`src/rtl/ata_seq_pkg.sv`:
```
package ata_seq_pkg;
  localparam int DATA_W = 16;
  localparam int LBA_W = 28;

  typedef enum logic [2:0] {
    SEL_DATA, SEL_SECCNT, SEL_LBALO, SEL_LBAMID, SEL_LBAHI, SEL_DEV, SEL_CMDSTAT
  } regSel_t;

  typedef struct packed {
    logic busGo;
    logic busWr;
    regSel_t sel;
    logic latchCmd;
  } busCmd_t;

  localparam logic [1:0] OP_READ = 2'd0;
  localparam logic [1:0] OP_WRITE = 2'd1;
  localparam logic [1:0] OP_IDENT = 2'd2;
  localparam logic [1:0] OP_NONE = 2'd3;

  localparam logic [1:0] ERR_NONE = 2'd0;
  localparam logic [1:0] ERR_TIMEOUT = 2'd1;
  localparam logic [1:0] ERR_DEVICE = 2'd2;

  function automatic logic [2:0] selAddr(regSel_t s);
    case (s)
      SEL_DATA:   return 3'd0;
      SEL_SECCNT: return 3'd2;
      SEL_LBALO:  return 3'd3;
      SEL_LBAMID: return 3'd4;
      SEL_LBAHI:  return 3'd5;
      SEL_DEV:    return 3'd6;
      default:    return 3'd7;
    endcase
  endfunction

  function automatic logic [7:0] opCode(logic [1:0] o);
    case (o)
      OP_WRITE: return 8'h30;
      OP_IDENT: return 8'hEC;
      default:  return 8'h20;
    endcase
  endfunction

  // order in which the address block is programmed
  function automatic regSel_t loadSel(logic [2:0] idx);
    case (idx)
      3'd0:    return SEL_DEV;
      3'd1:    return SEL_LBAHI;
      3'd2:    return SEL_LBAMID;
      3'd3:    return SEL_LBALO;
      default: return SEL_SECCNT;
    endcase
  endfunction
endpackage

```
`src/rtl/ata_seq_dp.sv`:
```
module ata_seq_dp
  import ata_seq_pkg::*;
#(
  parameter int SETUP_CYC = 3,
  parameter int STROBE_CYC = 4
) (
  input  logic              clk,
  input  logic              rstN,
  input  busCmd_t           cmd,
  input  logic [1:0]        startOp,
  input  logic              startSlave,
  input  logic [LBA_W-1:0]  startLba,
  input  logic [DATA_W-1:0] wrWord,
  input  logic [DATA_W-1:0] ataDataIn,
  output logic              busDone,
  output logic [7:0]        status,
  output logic              wrWordTake,
  output logic [DATA_W-1:0] rdWord,
  output logic              rdWordValid,
  output logic              ataCs0N,
  output logic              ataCs1N,
  output logic [2:0]        ataAddr,
  output logic              ataDiorN,
  output logic              ataDiowN,
  output logic              ataRstN,
  output logic [DATA_W-1:0] ataDataOut,
  output logic              ataDataOe
);
  localparam int MAXC = (SETUP_CYC > STROBE_CYC) ? SETUP_CYC : STROBE_CYC;
  localparam int CW = $clog2(MAXC + 1);

  typedef enum logic [1:0] {PH_IDLE, PH_SETUP, PH_STROBE, PH_HOLD} phase_t;

  phase_t            phase;
  logic [CW-1:0]     cnt;
  logic [1:0]        opReg;
  logic              slaveReg;
  logic [LBA_W-1:0]  lbaReg;
  logic [2:0]        addrReg;
  logic              wrReg;
  logic              isDataReg;
  logic [DATA_W-1:0] dataReg;
  logic [DATA_W-1:0] rdDataReg;
  logic [DATA_W-1:0] wdata;

  always_comb begin
    wdata = '0;
    case (cmd.sel)
      SEL_DATA:   wdata = wrWord;
      SEL_SECCNT: wdata[7:0] = 8'd1;
      SEL_LBALO:  wdata[7:0] = lbaReg[7:0];
      SEL_LBAMID: wdata[7:0] = lbaReg[15:8];
      SEL_LBAHI:  wdata[7:0] = lbaReg[23:16];
      SEL_DEV:    wdata[7:0] = {3'b111, slaveReg, lbaReg[27:24]};
      default:    wdata[7:0] = opCode(opReg);
    endcase
  end

  always_ff @(posedge clk) begin
    if (!rstN) begin
      opReg <= OP_READ;
      slaveReg <= 1'b0;
      lbaReg <= '0;
    end else if (cmd.latchCmd) begin
      opReg <= startOp;
      slaveReg <= startSlave;
      lbaReg <= startLba;
    end
  end

  always_ff @(posedge clk) begin
    if (!rstN) begin
      phase <= PH_IDLE;
      cnt <= '0;
      addrReg <= '0;
      wrReg <= 1'b0;
      isDataReg <= 1'b0;
      dataReg <= '0;
      rdDataReg <= '0;
      busDone <= 1'b0;
      wrWordTake <= 1'b0;
      rdWord <= '0;
      rdWordValid <= 1'b0;
      ataRstN <= 1'b0;
    end else begin
      ataRstN <= 1'b1;
      busDone <= 1'b0;
      wrWordTake <= 1'b0;
      rdWordValid <= 1'b0;
      case (phase)
        PH_IDLE: if (cmd.busGo) begin
          addrReg <= selAddr(cmd.sel);
          wrReg <= cmd.busWr;
          isDataReg <= (cmd.sel == SEL_DATA);
          dataReg <= wdata;
          wrWordTake <= cmd.busWr && (cmd.sel == SEL_DATA);
          cnt <= CW'(SETUP_CYC - 1);
          phase <= PH_SETUP;
        end
        PH_SETUP: if (cnt == '0) begin
          cnt <= CW'(STROBE_CYC - 1);
          phase <= PH_STROBE;
        end else cnt <= cnt - 1'b1;
        PH_STROBE: if (cnt == '0) begin
          if (!wrReg) begin
            rdDataReg <= ataDataIn;
            if (isDataReg) begin
              rdWord <= ataDataIn;
              rdWordValid <= 1'b1;
            end
          end
          phase <= PH_HOLD;
        end else cnt <= cnt - 1'b1;
        default: begin
          busDone <= 1'b1;
          phase <= PH_IDLE;
        end
      endcase
    end
  end

  assign status = rdDataReg[7:0];
  assign ataCs0N = (phase == PH_IDLE);
  assign ataCs1N = 1'b1;
  assign ataAddr = addrReg;
  assign ataDiorN = !((phase == PH_STROBE) && !wrReg);
  assign ataDiowN = !((phase == PH_STROBE) && wrReg);
  assign ataDataOe = (phase == PH_STROBE) && wrReg;
  assign ataDataOut = dataReg;

  logic strobeIdle;
  assign strobeIdle = ataDiorN && ataDiowN;


  setup_chk: assert property (@(posedge clk) disable iff (!rstN)
    $fell(strobeIdle) |-> $past(!ataCs0N) && $stable(ataAddr));

  hold_chk: assert property (@(posedge clk) disable iff (!rstN)
    $rose(strobeIdle) |-> !ataCs0N && $stable(ataAddr));

  strobe_stable_chk: assert property (@(posedge clk) disable iff (!rstN)
    (!strobeIdle && $past(!strobeIdle)) |-> $stable(ataAddr) && $stable(ataDataOut));

  go_idle_chk: assert property (@(posedge clk) disable iff (!rstN)
    cmd.busGo |-> ataCs0N);

  rd_word_chk: assert property (@(posedge clk) disable iff (!rstN)
    rdWordValid |-> $past(!ataDiorN) && ataAddr == 3'd0);

  oe_window_chk: assert property (@(posedge clk) disable iff (!rstN)
    $rose(ataDataOe) |-> $fell(ataDiowN));
endmodule

```
`src/rtl/ata_seq_ctrl.sv`:
```
module ata_seq_ctrl
  import ata_seq_pkg::*;
#(
  parameter int POLL_LIMIT = 256,
  parameter int POLL_GAP = 1000,
  parameter int WORD_COUNT = 256
) (
  input  logic       clk,
  input  logic       rstN,
  input  logic       start,
  input  logic [1:0] op,
  input  logic       busDone,
  input  logic [7:0] status,
  output busCmd_t    cmd,
  output logic       busy,
  output logic       done,
  output logic [1:0] errCode
);
  localparam int PW = $clog2(POLL_LIMIT + 1);
  localparam int GW = $clog2(POLL_GAP + 1);
  localparam int WW = $clog2(WORD_COUNT + 1);
  localparam int LOADS = 5;

  typedef enum logic [3:0] {
    ST_IDLE, ST_POLL_GO, ST_POLL_WAIT, ST_GAP, ST_LOAD_GO, ST_LOAD_WAIT,
    ST_CMD_GO, ST_CMD_WAIT, ST_XFER_GO, ST_XFER_WAIT
  } state_t;
  typedef enum logic [1:0] {W_PRELOAD, W_PRECMD, W_DRQ, W_POSTWR} wait_t;

  state_t        st;
  wait_t         waitKind;
  logic [PW-1:0] pollCnt;
  logic [GW-1:0] gapCnt;
  logic [2:0]    loadIdx;
  logic [WW-1:0] wordCnt;
  logic          isWrite;
  logic          condMet;

  assign condMet = !status[7] && ((waitKind != W_DRQ) || status[3]);
  assign busy = (st != ST_IDLE);

  always_comb begin
    cmd = '0;
    case (st)
      ST_IDLE:    cmd.latchCmd = start && (op != OP_NONE);
      ST_POLL_GO: begin cmd.busGo = 1'b1; cmd.sel = SEL_CMDSTAT; end
      ST_LOAD_GO: begin cmd.busGo = 1'b1; cmd.busWr = 1'b1; cmd.sel = loadSel(loadIdx); end
      ST_CMD_GO:  begin cmd.busGo = 1'b1; cmd.busWr = 1'b1; cmd.sel = SEL_CMDSTAT; end
      ST_XFER_GO: begin cmd.busGo = 1'b1; cmd.busWr = isWrite; cmd.sel = SEL_DATA; end
      default: ;
    endcase
  end

  always_ff @(posedge clk) begin
    if (!rstN) begin
      st <= ST_IDLE;
      waitKind <= W_PRELOAD;
      pollCnt <= '0;
      gapCnt <= '0;
      loadIdx <= '0;
      wordCnt <= '0;
      isWrite <= 1'b0;
      done <= 1'b0;
      errCode <= ERR_NONE;
    end else begin
      done <= 1'b0;
      case (st)
        ST_IDLE: if (start && op != OP_NONE) begin
          isWrite <= (op == OP_WRITE);
          waitKind <= W_PRELOAD;
          pollCnt <= '0;
          st <= ST_POLL_GO;
        end
        ST_POLL_GO: st <= ST_POLL_WAIT;
        ST_POLL_WAIT: if (busDone) begin
          if (condMet) begin
            if (status[0]) begin
              errCode <= ERR_DEVICE; done <= 1'b1; st <= ST_IDLE;
            end else begin
              case (waitKind)
                W_PRELOAD: begin loadIdx <= '0; st <= ST_LOAD_GO; end
                W_PRECMD:  st <= ST_CMD_GO;
                W_DRQ:     begin wordCnt <= '0; st <= ST_XFER_GO; end
                default:   begin errCode <= ERR_NONE; done <= 1'b1; st <= ST_IDLE; end
              endcase
            end
          end else if (pollCnt == PW'(POLL_LIMIT - 1)) begin
            errCode <= ERR_TIMEOUT; done <= 1'b1; st <= ST_IDLE;
          end else begin
            pollCnt <= pollCnt + 1'b1;
            gapCnt <= '0;
            st <= ST_GAP;
          end
        end
        ST_GAP: if (gapCnt == GW'(POLL_GAP - 1)) st <= ST_POLL_GO;
                else gapCnt <= gapCnt + 1'b1;
        ST_LOAD_GO: st <= ST_LOAD_WAIT;
        ST_LOAD_WAIT: if (busDone) begin
          if (loadIdx == 3'(LOADS - 1)) begin
            waitKind <= W_PRECMD; pollCnt <= '0; st <= ST_POLL_GO;
          end else begin
            loadIdx <= loadIdx + 1'b1; st <= ST_LOAD_GO;
          end
        end
        ST_CMD_GO: st <= ST_CMD_WAIT;
        ST_CMD_WAIT: if (busDone) begin
          waitKind <= W_DRQ; pollCnt <= '0; st <= ST_POLL_GO;
        end
        ST_XFER_GO: st <= ST_XFER_WAIT;
        ST_XFER_WAIT: if (busDone) begin
          if (wordCnt == WW'(WORD_COUNT - 1)) begin
            if (isWrite) begin
              waitKind <= W_POSTWR; pollCnt <= '0; st <= ST_POLL_GO;
            end else begin
              errCode <= ERR_NONE; done <= 1'b1; st <= ST_IDLE;
            end
          end else begin
            wordCnt <= wordCnt + 1'b1; st <= ST_XFER_GO;
          end
        end
        default: st <= ST_IDLE;
      endcase
    end
  end


  done_pulse_chk: assert property (@(posedge clk) disable iff (!rstN)
    done |=> !done && !busy);

  err_bit_chk: assert property (@(posedge clk) disable iff (!rstN)
    (done && errCode == ERR_DEVICE) |-> status[0]);

  timeout_chk: assert property (@(posedge clk) disable iff (!rstN)
    (done && errCode == ERR_TIMEOUT) |-> (status[7] || !status[3]));

  xfer_range_chk: assert property (@(posedge clk) disable iff (!rstN)
    (cmd.busGo && cmd.sel == SEL_DATA) |-> wordCnt < WW'(WORD_COUNT));
endmodule

```
`src/rtl/ata_seq.sv`:
```
module ata_seq
  import ata_seq_pkg::*;
#(
  parameter int SETUP_CYC = 3,
  parameter int STROBE_CYC = 4,
  parameter int POLL_GAP = 1000,
  parameter int POLL_LIMIT = 256,
  parameter int WORD_COUNT = 256
) (
  input  logic        clk,
  input  logic        rstN,
  input  logic        start,
  input  logic [1:0]  op,
  input  logic        slave,
  input  logic [27:0] lba,
  input  logic [15:0] wrWord,
  output logic        wrWordTake,
  output logic [15:0] rdWord,
  output logic        rdWordValid,
  output logic        busy,
  output logic        done,
  output logic [1:0]  errCode,
  output logic        ataCs0N,
  output logic        ataCs1N,
  output logic [2:0]  ataAddr,
  output logic        ataDiorN,
  output logic        ataDiowN,
  output logic        ataRstN,
  input  logic [15:0] ataDataIn,
  output logic [15:0] ataDataOut,
  output logic        ataDataOe
);
  busCmd_t    cmd;
  logic       busDone;
  logic [7:0] status;

  ata_seq_ctrl #(.POLL_LIMIT(POLL_LIMIT), .POLL_GAP(POLL_GAP), .WORD_COUNT(WORD_COUNT)) ctrl_i (
    .clk(clk), .rstN(rstN), .start(start), .op(op), .busDone(busDone), .status(status),
    .cmd(cmd), .busy(busy), .done(done), .errCode(errCode)
  );

  ata_seq_dp #(.SETUP_CYC(SETUP_CYC), .STROBE_CYC(STROBE_CYC)) dp_i (
    .clk(clk), .rstN(rstN), .cmd(cmd), .startOp(op), .startSlave(slave), .startLba(lba),
    .wrWord(wrWord), .ataDataIn(ataDataIn), .busDone(busDone), .status(status),
    .wrWordTake(wrWordTake), .rdWord(rdWord), .rdWordValid(rdWordValid),
    .ataCs0N(ataCs0N), .ataCs1N(ataCs1N), .ataAddr(ataAddr), .ataDiorN(ataDiorN),
    .ataDiowN(ataDiowN), .ataRstN(ataRstN), .ataDataOut(ataDataOut), .ataDataOe(ataDataOe)
  );
endmodule

```
`config.mk`:
```
export PLATFORM = sky130hd
export DESIGN_NAME = ata_seq
export DESIGN_NICKNAME = d
export VERILOG_FILES = /design/src/rtl/ata_seq_pkg.sv /design/src/rtl/ata_seq_dp.sv /design/src/rtl/ata_seq_ctrl.sv /design/src/rtl/ata_seq.sv
export SDC_FILE = /design/constraint.sdc
export NUM_CORES = 1
export LEC_CHECK = 0
export BUFFER_PORTS_ARGS = -buffer_cell sky130_fd_sc_hd__clkbuf_2
export CORE_MARGIN = 4
export CORE_UTILIZATION = 35
export CTS_BUF_LIST = sky130_fd_sc_hd__clkbuf_16
export DETAILED_ROUTE_END_ITERATION = 10
export PLACE_DENSITY_LB_ADDON = 0.2
export SLEW_MARGIN = 20
export SYNTH_ARGS = -nofsm -noshare
export SYNTH_HDL_FRONTEND = slang
export SYNTH_HIERARCHICAL = 1
export SYNTH_SLANG_ARGS = --single-unit
```
`constraint.sdc`:
```
create_clock -name clk -period 4.5 [get_ports clk]
set_clock_uncertainty 0.15 [all_clocks]
set_input_delay 0.9 -clock clk [delete_from_list [all_inputs] [get_ports clk]]
set_output_delay 0.9 -clock clk [all_outputs]
set_load 0.01 [all_outputs]
```
======== After elaboration in Yosys (flattened, before gate mapping) ========
Cells that the tools add are included.
W data, S select, Z words.
storage, ports and cells
  word-level logic and storage cells ...... 221
  output and inout bits ................... 47
  input bits .............................. 66
  bits in registers ....................... 126
operators by class
  reduce and logical (&&, ||, !) cells .... 43
  add/subtract/negate cells ............... 5
  bitwise operators ....................... 4
  equality and inequality tests ........... 55
  multiplexer cells ....................... 90
operators with widths
  operator               number
  $mux W9                16
  $pmux W8 S6            1
  $pmux W9 S5            1
  $mux W10               4
  $pmux W4 S10           1
  $mux W2                19
  $mux W4                9
  $mux W3                10
  $ne A2 B1 Y1 const B   13
  $ne A2 B2 Y1 const B   12
  $reduce_and A7 Y1      3
  $pmux W10 S2           1
  $add A9 B1 Y9 const B  2
  $eq A9 B8 Y1 const B   2
  $pmux W3 S6            1
  $pmux W9 S2            1
  $eq A4 B3 Y1 const B   4
  $pmux W8 S2            1
  $mux W1                14
  $eq A3 B2 Y1 const B   4
  $pmux W3 S2            2
  $pmux W3 S4            1
  $pmux W4 S3            1
  $reduce_and A3 Y1      4
  39 further kinds       70

======== Depth between registers and ports, before layout ========
Gate-level depths: netlist of run 1.
  depth in word-level cells ............... 7
  mapped depth ............................ 11
  depth with buffers taken out ............ 9

======== Hierarchy ========
Netlist of run 1, hierarchy kept.
by module, submodules not included
  module        times used  cells each  seq. area each (um^2)  area each (um^2)
  ata_seq_dp    1           400         1701.6                 3626.0
  ata_seq_ctrl  1           318         820.8                  2491.1

======== Least setup slack after synthesis of run 1 ========
Ideal clock, no wire load.
  kind .................................... register to register
  start ................................... reg ctrl_i.st[2]
  end ..................................... reg dp_i.dataReg[2] (netlist: dp_i/ataDataOut[2])
  data required time ...................... 4.219 ns
  data arrival time ....................... 2.164 ns
  library setup time ...................... 0.131 ns
  buffers on the path ..................... 3
  path slack .............................. 2.055 ns
  stages on the path, launching flop included .. 11
  period minus slack after synthesis ...... 2.445 ns
  cells stage by stage .................... dfxtp_1 clkbuf_1 clkbuf_1 nor2b_1 o21ai_0 a21oi_1 buf_6 mux2_1 a221o_1 nand3_1 a31oi_1
RTL lines
  element                 RTL line            text
  start, declared         ata_seq_ctrl.sv:30  state_t st;
  start signal, assigned  ata_seq_ctrl.sv:56  st <= ST_IDLE;
  start signal, assigned  ata_seq_ctrl.sv:72  st <= ST_POLL_GO;
  start signal, assigned  ata_seq_ctrl.sv:74  ST_POLL_GO: st <= ST_POLL_WAIT;
  end signal, assigned    ata_seq_dp.sv:95    dataReg <= wdata;
  end, declared           ata_seq_dp.sv:42    logic [DATA_W-1:0] dataReg;

======== Worst setup path after layout of run 1 ========
  start ................................... reg ctrl_i.st[3]
  end ..................................... reg ctrl_i.wordCnt[0]
on the way
  word-level cells in the longest chain between the ends .. 3
  elaborated cells on any way between the ends .. 11
  classes of those cells .................. eq/ne: 8; mux: 1; reduce/logical: 2
RTL lines
  element                                         RTL line             text
  $eq A4 B4 Y1 or $eq A4 B2 Y1 (tied branches)    ata_seq_ctrl.sv:67   case (st)
  $ne A2 B1 Y1 (no line) (tied with other cells)  --
  $reduce_and A7 Y1 (no line)                     --
  end signal, assigned                            ata_seq_ctrl.sv:61   wordCnt <= '0;
  end signal, assigned                            ata_seq_ctrl.sv:83   W_DRQ: begin wordCnt <= '0; st <= ST_XFER_GO; end
  end signal, assigned                            ata_seq_ctrl.sv:118  wordCnt <= wordCnt + 1'b1; st <= ST_XFER_GO;
  end, declared                                   ata_seq_ctrl.sv:35   logic [WW-1:0] wordCnt;
Several ways; a longest one is shown, not always the timed one.
A chain may end at the register's enable or synchronous reset.

==> flow_summary.yaml, run 1 <==
timing:
  finalCritPeriodShare_pct: 65.0
  fin_crit_ps: 2920
  setup-violations-final: 0
  tns_ps: 0
  hold_violations: 0
  fmax_mhz: 342
  rsz0062_at_grt: "no"
  timing_worst_slew_pin_value_ps: 924
  slew_viol_final: 0
  postLayoutSetupSlackWorst_ps: 1580
  max_slew_margin_pct: 38.3
  holdWs_ps: 306
setup_path:
  worst-r2r-cell-count: 5
  rrSetupSlack_ps: 1580
  crit_type: "flop to flop"
  r2r_start: "ctrl_i/st[3]$_SDFFE_PN0P_"
  cp_max_fo: 21
  cp-start-kind: "flop"
  end_kind: "flop"
  r2r-end: "ctrl_i/wordCnt[0]$_SDFFE_PN0P_"
  crit_required_ps: 4630
  crit_start: "ctrl_i/st[3]$_SDFFE_PN0P_"
  endpoint: "ctrl_i/wordCnt[0]$_SDFFE_PN0P_"
  arrival_ps: 3050
placement:
  placedCellCount: 988
  hpwl_mm: 10.7
  placed_cell_area_um2: 6600
  dp_slack_ps: 1620
  gp_congestion: 0.830
  io_buffers: 111
clock_network:
  worstSkewPairLatency_ps: 420
  clkSinkCount: 121
  clock_path_buffers: 2
  cts_tree: "built"
  cts_buffers: 17
  root_buffer: "clkbuf_16"
  htreeDepth: 4
  post-cts-setup-buffers: 0
  post_cts_resize_count: 0
  cts_hold_buf: 0
  cts.reportedPaths.clkPinSlew_ps: 60
routing:
  dr.pass1.iters: 5
  vias: 5371
  post-route-drc-count: 0
  drt_iter0_markers: 290
  final_antenna_net_count: 0
  viasPerCell: 5.26
  wl_per_cell_um: 15.1
  routed_wl_mm: 15.4
cells_and_area:
  final_nets: 868
  layout-drive-gt1-share_pct: 22.5
  syn2layout_area_growth_pct: 21.4
  fin_cells: 1021
  design_area_um2: 7230
  antenna_cells: 0
  fillers: 1637
global_route:
  grt_start_max_net_pins: 53
  grt_util_all_layers_pct: 16.1
  antenna_found_initial: 0
  grt-ovfl-total: 0
  grt_pass1_wl_mm: 26.0
  first_global_vias: 5370
floorplan:
  io_pins: 113
  core_um2: 16600
  placementRows: 47
  die_area_um2: 19200
  initial_utilization_pct: 35.8
  die_w_um: 138
  dieHeight_um: 138
run_status:
  status: "completed"
logic_synthesis:
  yosysWarnings: 6
  synth_cells: 698
  syn_nets: 778
  syn_area_um2: 5950
  syn_avg_cell_area_um2: 8.53
power:
  ir_drop_mv: 0.296
  p_leak_nw: 2.79
  p_per_area_nw_per_um2: 559
hold_path:
  hp-class: "flop to flop"
run:
  maxCapViolCount: 0
state kept, by name, summed over array words and instances (netlist names), 3 cells and up:
name,cells
ctrl_i/pollCnt,9
dp_i/ataDataOut,16
ctrl_i/loadIdx,3
dp_i/cnt,3
ctrl_i/gapCnt,10
ctrl_i/st,4
ctrl_i/wordCnt,9
dp_i/rdDataReg,3
dp_i/lbaReg,28
dp_i/ataAddr,3
dp_i/rdWord,16
worst max-delay path, stage by stage (launching register included):
cell,delay (ps)
dfxtp_1,780
and4bb_1,620
o21ai_0,270
a221oi_2,640
mux2_2,280
nor2_1,40
layout by cell type (no fill, tap or decap), types with 3 or more instances in the layout:
master,n
a22oi_1,11
a211oi_1,5
nor2_1,78
mux2i_1,39
nor4_1,4
nand2b_1,9
nand2_1,60
dfxtp_1,121
a31oi_1,16
ha_1,14
nor3_1,12
bufinv_16,3
a2bb2oi_1,3
o31ai_1,3
mux2_2,4
buf_4,6
and2_1,4
nor2b_1,7
o21ai_0,37
nand3b_1,3
or2_2,6
nand3_1,45
inv_1,20
o21a_1,6
inv_6,7
clkbuf_2,111
nand4_1,6
o211ai_1,3
clkbuf_16,17
or3_1,4
nor3b_1,5
and3_1,6
a21o_1,5
a21oi_1,55
per-stage QoR:
step           util (%)  power [mW]
6_report           43.4        4.04
2_1_floorplan         -        2.32
3_3_place_gp       39.6        2.60
4_1_cts            43.3        4.06
5_1_grt            43.4        4.29
3_5_place_dp       39.6        2.62
how the worst min path moves through the flow:
stage                                               from                             end  depth (start not counted)  slack [ps]
after detailed placement    dp_i/rdWord[12]$_SDFFE_PN0P_    dp_i/rdWord[12]$_SDFFE_PN0P_                          2         300
after global placement      dp_i/rdWord[12]$_SDFFE_PN0P_    dp_i/rdWord[12]$_SDFFE_PN0P_                          2         290
final                        dp_i/rdWord[2]$_SDFFE_PN0P_     dp_i/rdWord[2]$_SDFFE_PN0P_                          2         310
after global routing      ctrl_i/wordCnt[7]$_SDFFE_PN0P_  ctrl_i/wordCnt[7]$_SDFFE_PN0P_                          1         330
after floorplan           ctrl_i/wordCnt[7]$_SDFFE_PN0P_  ctrl_i/wordCnt[7]$_SDFFE_PN0P_                          1         280
after CTS                   dp_i/rdWord[12]$_SDFFE_PN0P_    dp_i/rdWord[12]$_SDFFE_PN0P_                          2         310
report_power, final:
| part | internal, mW | leakage [nW] | switching (mW) |
|---|---|---|---|
| Sequential | 1.21 | 0.982 | 0.155 |
| Combinational | 0.501 | 1.52 | 0.747 |
| Clock | 0.882 | 0.294 | 0.544 |
| Total | 2.60 | 2.79 | 1.45 |
final cells by class:
cell class                      instances  area (um2)  area share [%]
Multi-Input combinational cell        509        3220            44.5
Clock inverter                         15         188            2.60
Tap cell                              220         275            3.81
Timing Repair Buffer                  118         621            8.58
Inverter                               21        78.8            1.09
Sequential cell                       121        2420            33.5
Clock buffer                           17         425            5.88
per-layer routing:
layer / vias up / track usage, % / share of wire, %
met2: 132 / 26.6 / 48
li1: 2687 / - / -
met3: 15 / 4.59 / 5.1
met4: 0 / 4.99 / 1.1
met1: 2537 / 20.3 / 45
met5: - / 0 / 0
No activity file was read; power rests on OpenSTA's default activity.
==> inputs of run 2 (changes only) <==
==> constraint.sdc (replaced) <==
create_clock -name clk -period 2.4 [get_ports clk]
set_clock_uncertainty 0.15 [all_clocks]
set_input_delay 0.48 -clock clk [delete_from_list [all_inputs] [get_ports clk]]
set_output_delay 0.48 -clock clk [all_outputs]
set_load 0.01 [all_outputs]
==> run 2 against run 1 <==
Net effect:
- die area did not move
- power rose by 96%
- via count grew 4.0%
- setup slack lost 1400 ps
- first-iteration DRC count up 16%
- sequential cell count unchanged
- non-clock buffer count grew 42
- largest power group is now combinational logic
- core utilization is 2.2 points higher
==> flow_summary.yaml, run 2 (same netlist as run 1, synthesis figures left out) <==
clock_network:
  clock_path_buffers: 2
  cts.reportedPaths.clkPinSlew_ps: 60
  htreeDepth: 4
  cts_buffers: 17
  root_buffer: "clkbuf_16"
  worstSkewPairLatency_ps: 420
  cts_tree: "built"
  clkSinkCount: 121
timing:
  tns_ps: 0
  fmax_mhz: 440
  hold_violations: 0
  slew_viol_final: 0
  fin_crit_ps: 2270
  setup-violations-final: 0
  finalCritPeriodShare_pct: 94.7
  max_slew_margin_pct: 49.7
  rsz0062_at_grt: "no"
  timing_worst_slew_pin_value_ps: 754
routing:
  drt_iter0_markers: 335
  viasPerCell: 5.25
  drt-met1-wl_mm: 7.08
  vias: 5584
  dr_wl_met2_mm: 7.94
  dr.pass1.iters: 5
  met3_wirelength_um: 784
  highest_layer: "met4"
  final_antenna_net_count: 0
  post-route-drc-count: 0
  wl_per_cell_um: 15.0
  routed_wl_mm: 16.0
placement:
  hpwl_mm: 11.6
  io_buffers: 111
  gp_congestion: 0.906
floorplan:
  placementRows: 47
  core_um2: 16600
  io_pins: 113
  dieHeight_um: 138
  die_area_um2: 19200
  initial_utilization_pct: 35.8
  die_w_um: 138
global_route:
  grt-ovfl-total: 0
  grt_start_max_net_pins: 35
  grt_util_all_layers_pct: 16.5
  first_global_vias: 5467
  antenna_found_initial: 0
  grt_pass1_wl_mm: 26.6
hold_path:
  hp-class: "primary input to flop"
setup_path:
  arrival_ps: 2450
  cp_max_fo: 9
  crit_type: "flop to flop"
  cp-start-kind: "flop"
  crit_required_ps: 2580
  end_kind: "flop"
power:
  p_leak_nw: 3.01
  p_per_area_nw_per_um2: 1040
  ir_drop_mv: 0.556
cells_and_area:
  top_register: "dp_i/lbaReg"
  layout_commonest_cell: "dfxtp_1"
  final_cell_mix: "dfxtp_1, clkbuf_2, nor2_1"
  fillers: 1598
  final_nets: 910
  post-route-util_pct: 45.7
  layout-drive-gt1-share_pct: 27.2
  largest_reg_flops: 28
  antenna_cells: 0
  syn2layout_area_growth_pct: 27.7
run_status:
  status: "completed"
run:
  maxCapViolCount: 0
-- run 2: cell type report --
| class | count | area [um2] | share of cell area (%) |
|---|---|---|---|
| Inverter | 21 | 78.8 | 1.04 |
| Clock inverter | 15 | 175 | 2.30 |
| Timing Repair Buffer | 160 | 977 | 12.9 |
| Multi-Input combinational cell | 509 | 3250 | 42.7 |
| Sequential cell | 121 | 2420 | 31.9 |
| Clock buffer | 17 | 425 | 5.60 |
| Tap cell | 220 | 275 | 3.62 |
-- run 2: where the power goes --
group | total, mW | internal, mW | switching, mW
Combinational | 2.84 | 1.27 | 1.57
Clock | 2.60 | 1.63 | 0.962
Sequential | 2.51 | 2.28 | 0.226
-- run 2: per-stage QoR --
step | hold slack, ps | instance area [um2] | instances | total power, mW | setup WS [ps]
final | 144 | 7600 | 1063 | 7.94 | 127
after global routing | 139 | 7600 | 1063 | 8.41 | 3.07
after CTS | 132 | 7540 | 1059 | 7.90 | 74.7
after detailed placement | 299 | 6940 | 1027 | 5.27 | 100
after global placement | 293 | 6940 | 1027 | 5.20 | 126
after floorplan | 281 | 5960 | 698 | 4.36 | 32.3
-- run 2: routing by layer --
layer  GRT usage, %  up-vias
met5              0        -
met4           4.47        0
met3           4.52       20
met2           27.9      119
met1           20.6     2667
li1               -     2778
-- run 2: repair_timing --
action                                 in CTS  in global routing
endpoints found under the hold margin       0                  0
setup buffers                               0                  4
setup endpoints to repair                   0                 18
gates resized for setup                     0                 10
hold buffers                                0                  0
-- run 2: final timing paths --
| check | start | to | slack, ps | depth (start not counted) |
|---|---|---|---|---|
| setup / recovery | ctrl_i/st[3]$_SDFFE_PN0P_ | ctrl_i/pollCnt[7]$_SDFFE_PN0P_ | 130 | 5 |
| hold / removal | ataDataIn[10] | dp_i/rdWord[10]$_SDFFE_PN0P_ | 140 | 3 |
| setup reg to reg | ctrl_i/st[3]$_SDFFE_PN0P_ | ctrl_i/pollCnt[7]$_SDFFE_PN0P_ | 130 | 5 |
| hold reg to reg | dp_i/rdWord[11]$_SDFFE_PN0P_ | dp_i/rdWord[11]$_SDFFE_PN0P_ | 310 | 2 |
-- run 2: worst max-delay path, cell delays in order, from the launching register on --
cell      delay [ps]
dfxtp_1          360
or4b_1           620
a211oi_4         380
nand4_4          220
or3_1            390
o211ai_1          80
==> inputs of run 3 (changes only) <==
--- a/config.mk
+++ b/config.mk
@@ -6,10 +6,12 @@
 export NUM_CORES = 1
 export LEC_CHECK = 0
 export BUFFER_PORTS_ARGS = -buffer_cell sky130_fd_sc_hd__clkbuf_2
+export CORE_ASPECT_RATIO = 0.75
 export CORE_MARGIN = 4
 export CORE_UTILIZATION = 35
 export CTS_BUF_LIST = sky130_fd_sc_hd__clkbuf_16
 export DETAILED_ROUTE_END_ITERATION = 10
+export GPL_TIMING_DRIVEN = 0
 export PLACE_DENSITY_LB_ADDON = 0.2
 export SLEW_MARGIN = 20
 export SYNTH_ARGS = -nofsm -noshare
==> run 3 against run 2 <==
Net effect:
- global-route usage grew 1.3 points
- register-to-register slack lost 50 ps
- setup slack lost 47 ps
- highest routed layer unchanged
- critical path type unchanged
- critical path depth increased by 4
- largest power group unchanged
- via count decreased by 0.30%
- sequential share of layout area fell by 0.69 points
==> flow_summary.yaml, run 3 (same netlist as run 1, synthesis figures left out) <==
cells_and_area:
  design_area_um2: 7790
  largest_reg_flops: 28
  layout-drive-gt1-share_pct: 28.1
  syn2layout_area_growth_pct: 30.8
  top_register: "dp_i/lbaReg"
  fillers: 1675
  antenna_cells: 0
  final_nets: 926
  final_cell_mix: "dfxtp_1, clkbuf_2, nor2_1"
  fin_cells: 1074
  layout_commonest_cell: "dfxtp_1"
power:
  ir_drop_mv: 0.511
  p_sw_share_pct: 35.3
  p_leak_nw: 3.04
  p_total_mw: 8.12
  p_seq_share_pct: 30.5
  p_switching_mw: 2.87
  p_int_mw: 5.26
  p_per_area_nw_per_um2: 1040
  power_frac_comb_pct: 36.3
  clkPwrFrac_pct: 33.2
timing:
  finalCritPeriodShare_pct: 96.7
  hold_violations: 0
  fin_crit_ps: 2320
  fmax_mhz: 431
  postLayoutSetupSlackWorst_ps: 80.2
  timing_worst_slew_pin_value_ps: 706
  setup-violations-final: 0
  tns_ps: 0
  rsz0062_at_grt: "yes"
  slew_viol_final: 0
  max_slew_margin_pct: 52.9
routing:
  wl_per_cell_um: 15.8
  routed_wl_mm: 17.0
  vias: 5567
  post-route-drc-count: 0
  drt_iter0_markers: 450
  final_antenna_net_count: 0
  dr.pass1.iters: 5
  viasPerCell: 5.18
clock_network:
  root_buffer: "clkbuf_16"
  worstSkewPairLatency_ps: 420
  htreeDepth: 4
  cts_tree: "built"
  clock_path_buffers: 2
  clkSinkCount: 121
  cts_buffers: 17
  cts.reportedPaths.clkPinSlew_ps: 60
  cts_hold_buf: 0
run:
  maxCapViolCount: 0
hold_path:
  hold_depth: 3
  min_to: "dp_i/rdWord[13]$_SDFFE_PN0P_"
  hp-class: "primary input to flop"
  min-delay-start: "ataDataIn[13]"
placement:
  dp_slack_ps: -577
  hpwl_mm: 12.1
  placedCellCount: 1024
  placed_cell_area_um2: 6780
  io_buffers: 111
  gp_congestion: 0.821
floorplan:
  core_um2: 16800
  die_area_um2: 19200
  die_w_um: 159
  io_pins: 113
  dieHeight_um: 121
  placementRows: 41
  initial_utilization_pct: 35.5
global_route:
  first_global_vias: 5159
  grt_start_max_net_pins: 17
  antenna_found_initial: 0
  grt_util_all_layers_pct: 17.8
  grt-ovfl-total: 0
  grt_pass1_wl_mm: 27.0
setup_path:
  end_kind: "flop"
  cp-start-kind: "flop"
  rrSetupSlack_ps: 80
  worst-r2r-cell-count: 9
  r2r_start: "ctrl_i/st[0]$_SDFFE_PN0P_"
  arrival_ps: 2520
  r2r-end: "dp_i/ataDataOut[3]$_SDFFE_PN0P_"
  cp_max_fo: 6
  crit_required_ps: 2600
  crit_type: "flop to flop"
run_status:
  status: "completed"
## run 3: changes by cell type in the layout (fill, tap and decap cells not counted), sizes merged
cell      delta
buf          -2
bufinv       +1
clkbuf      +18
clkinv       -1
clkinvlp     +2
inv          -2
## run 3: power by group through the flow
stage                     clock network, mW  logic [mW]  registers (mW)
after detailed placement                  0        2.64            2.49
after CTS                              2.76        2.80            2.46
final                                  2.70        2.95            2.47
after floorplan                           0        1.86            2.50
after global routing                   2.84        3.23            2.50
after global placement                    0        2.64            2.49
## run 3: layout make-up
cell class | count | area (um2) | share of cell area [%]
plain buffers | 47 | 310 | 3.99
clock buffers | 17 | 425 | 5.46
clock inverters | 15 | 200 | 2.57
inverters | 21 | 78.8 | 1.01
multi-input cells | 509 | 3370 | 43.3
flip-flops and latches | 121 | 2430 | 31.2
well taps | 215 | 269 | 3.45
repair buffers | 129 | 704 | 9.05
## run 3: worst max-delay path, cell delays in order (launching register included)
cell and delay, ps:
dfxtp_4 380, buf_6 120, or3b_4 400, a21oi_2 170
buf_6 150, buf_4 140, nor2b_1 190, a22oi_1 90
a221o_1 300, a31oi_1 150
## run 3: how the worst max path moves through the flow
| stage | start | to | depth (start not counted) |
|---|---|---|---|
| floorplan | ctrl_i/st[2]$_SDFFE_PN0P_ | dp_i/ataDataOut[2]$_SDFFE_PN0P_ | 10 |
| global placement | ctrl_i/st[2]$_SDFFE_PN0P_ | dp_i/ataDataOut[1]$_SDFFE_PN0P_ | 9 |
| detailed placement | ctrl_i/st[2]$_SDFFE_PN0P_ | dp_i/ataDataOut[0]$_SDFFE_PN0P_ | 8 |
| CTS | ctrl_i/st[2]$_SDFFE_PN0P_ | ctrl_i/gapCnt[4]$_SDFFE_PN0P_ | 6 |
| global route | ctrl_i/wordCnt[1]$_SDFFE_PN0P_ | ctrl_i/waitKind[0]$_SDFFE_PN0P_ | 9 |
| finish | ctrl_i/st[0]$_SDFFE_PN0P_ | dp_i/ataDataOut[3]$_SDFFE_PN0P_ | 9 |
## run 3: through the flow
stage	utilization [%]	hold WS (ps)
global route	46.4	144
detailed placement	40.4	298
CTS	45.2	127
floorplan	-	281
finish	46.4	143
global placement	40.4	295
## run 3: per-layer routing
metal,vias up,global-route usage [%],routed length [um]
met5,-,0,0
met2,160,23.7,6740
met4,0,5.38,216
met3,22,4.85,1210
li1,2810,-,-
met1,2575,27.3,8840
## run 3: timing repair
| action | CTS | global route |
|---|---|---|
| pin swaps | 5 | 9 |
| endpoints found under the setup margin | 52 | 75 |
| hold endpoints to repair | 0 | 0 |
| resized for setup | 34 | 32 |
| buffers inserted | 6 | 11 |
| gates cloned | 0 | 1 |
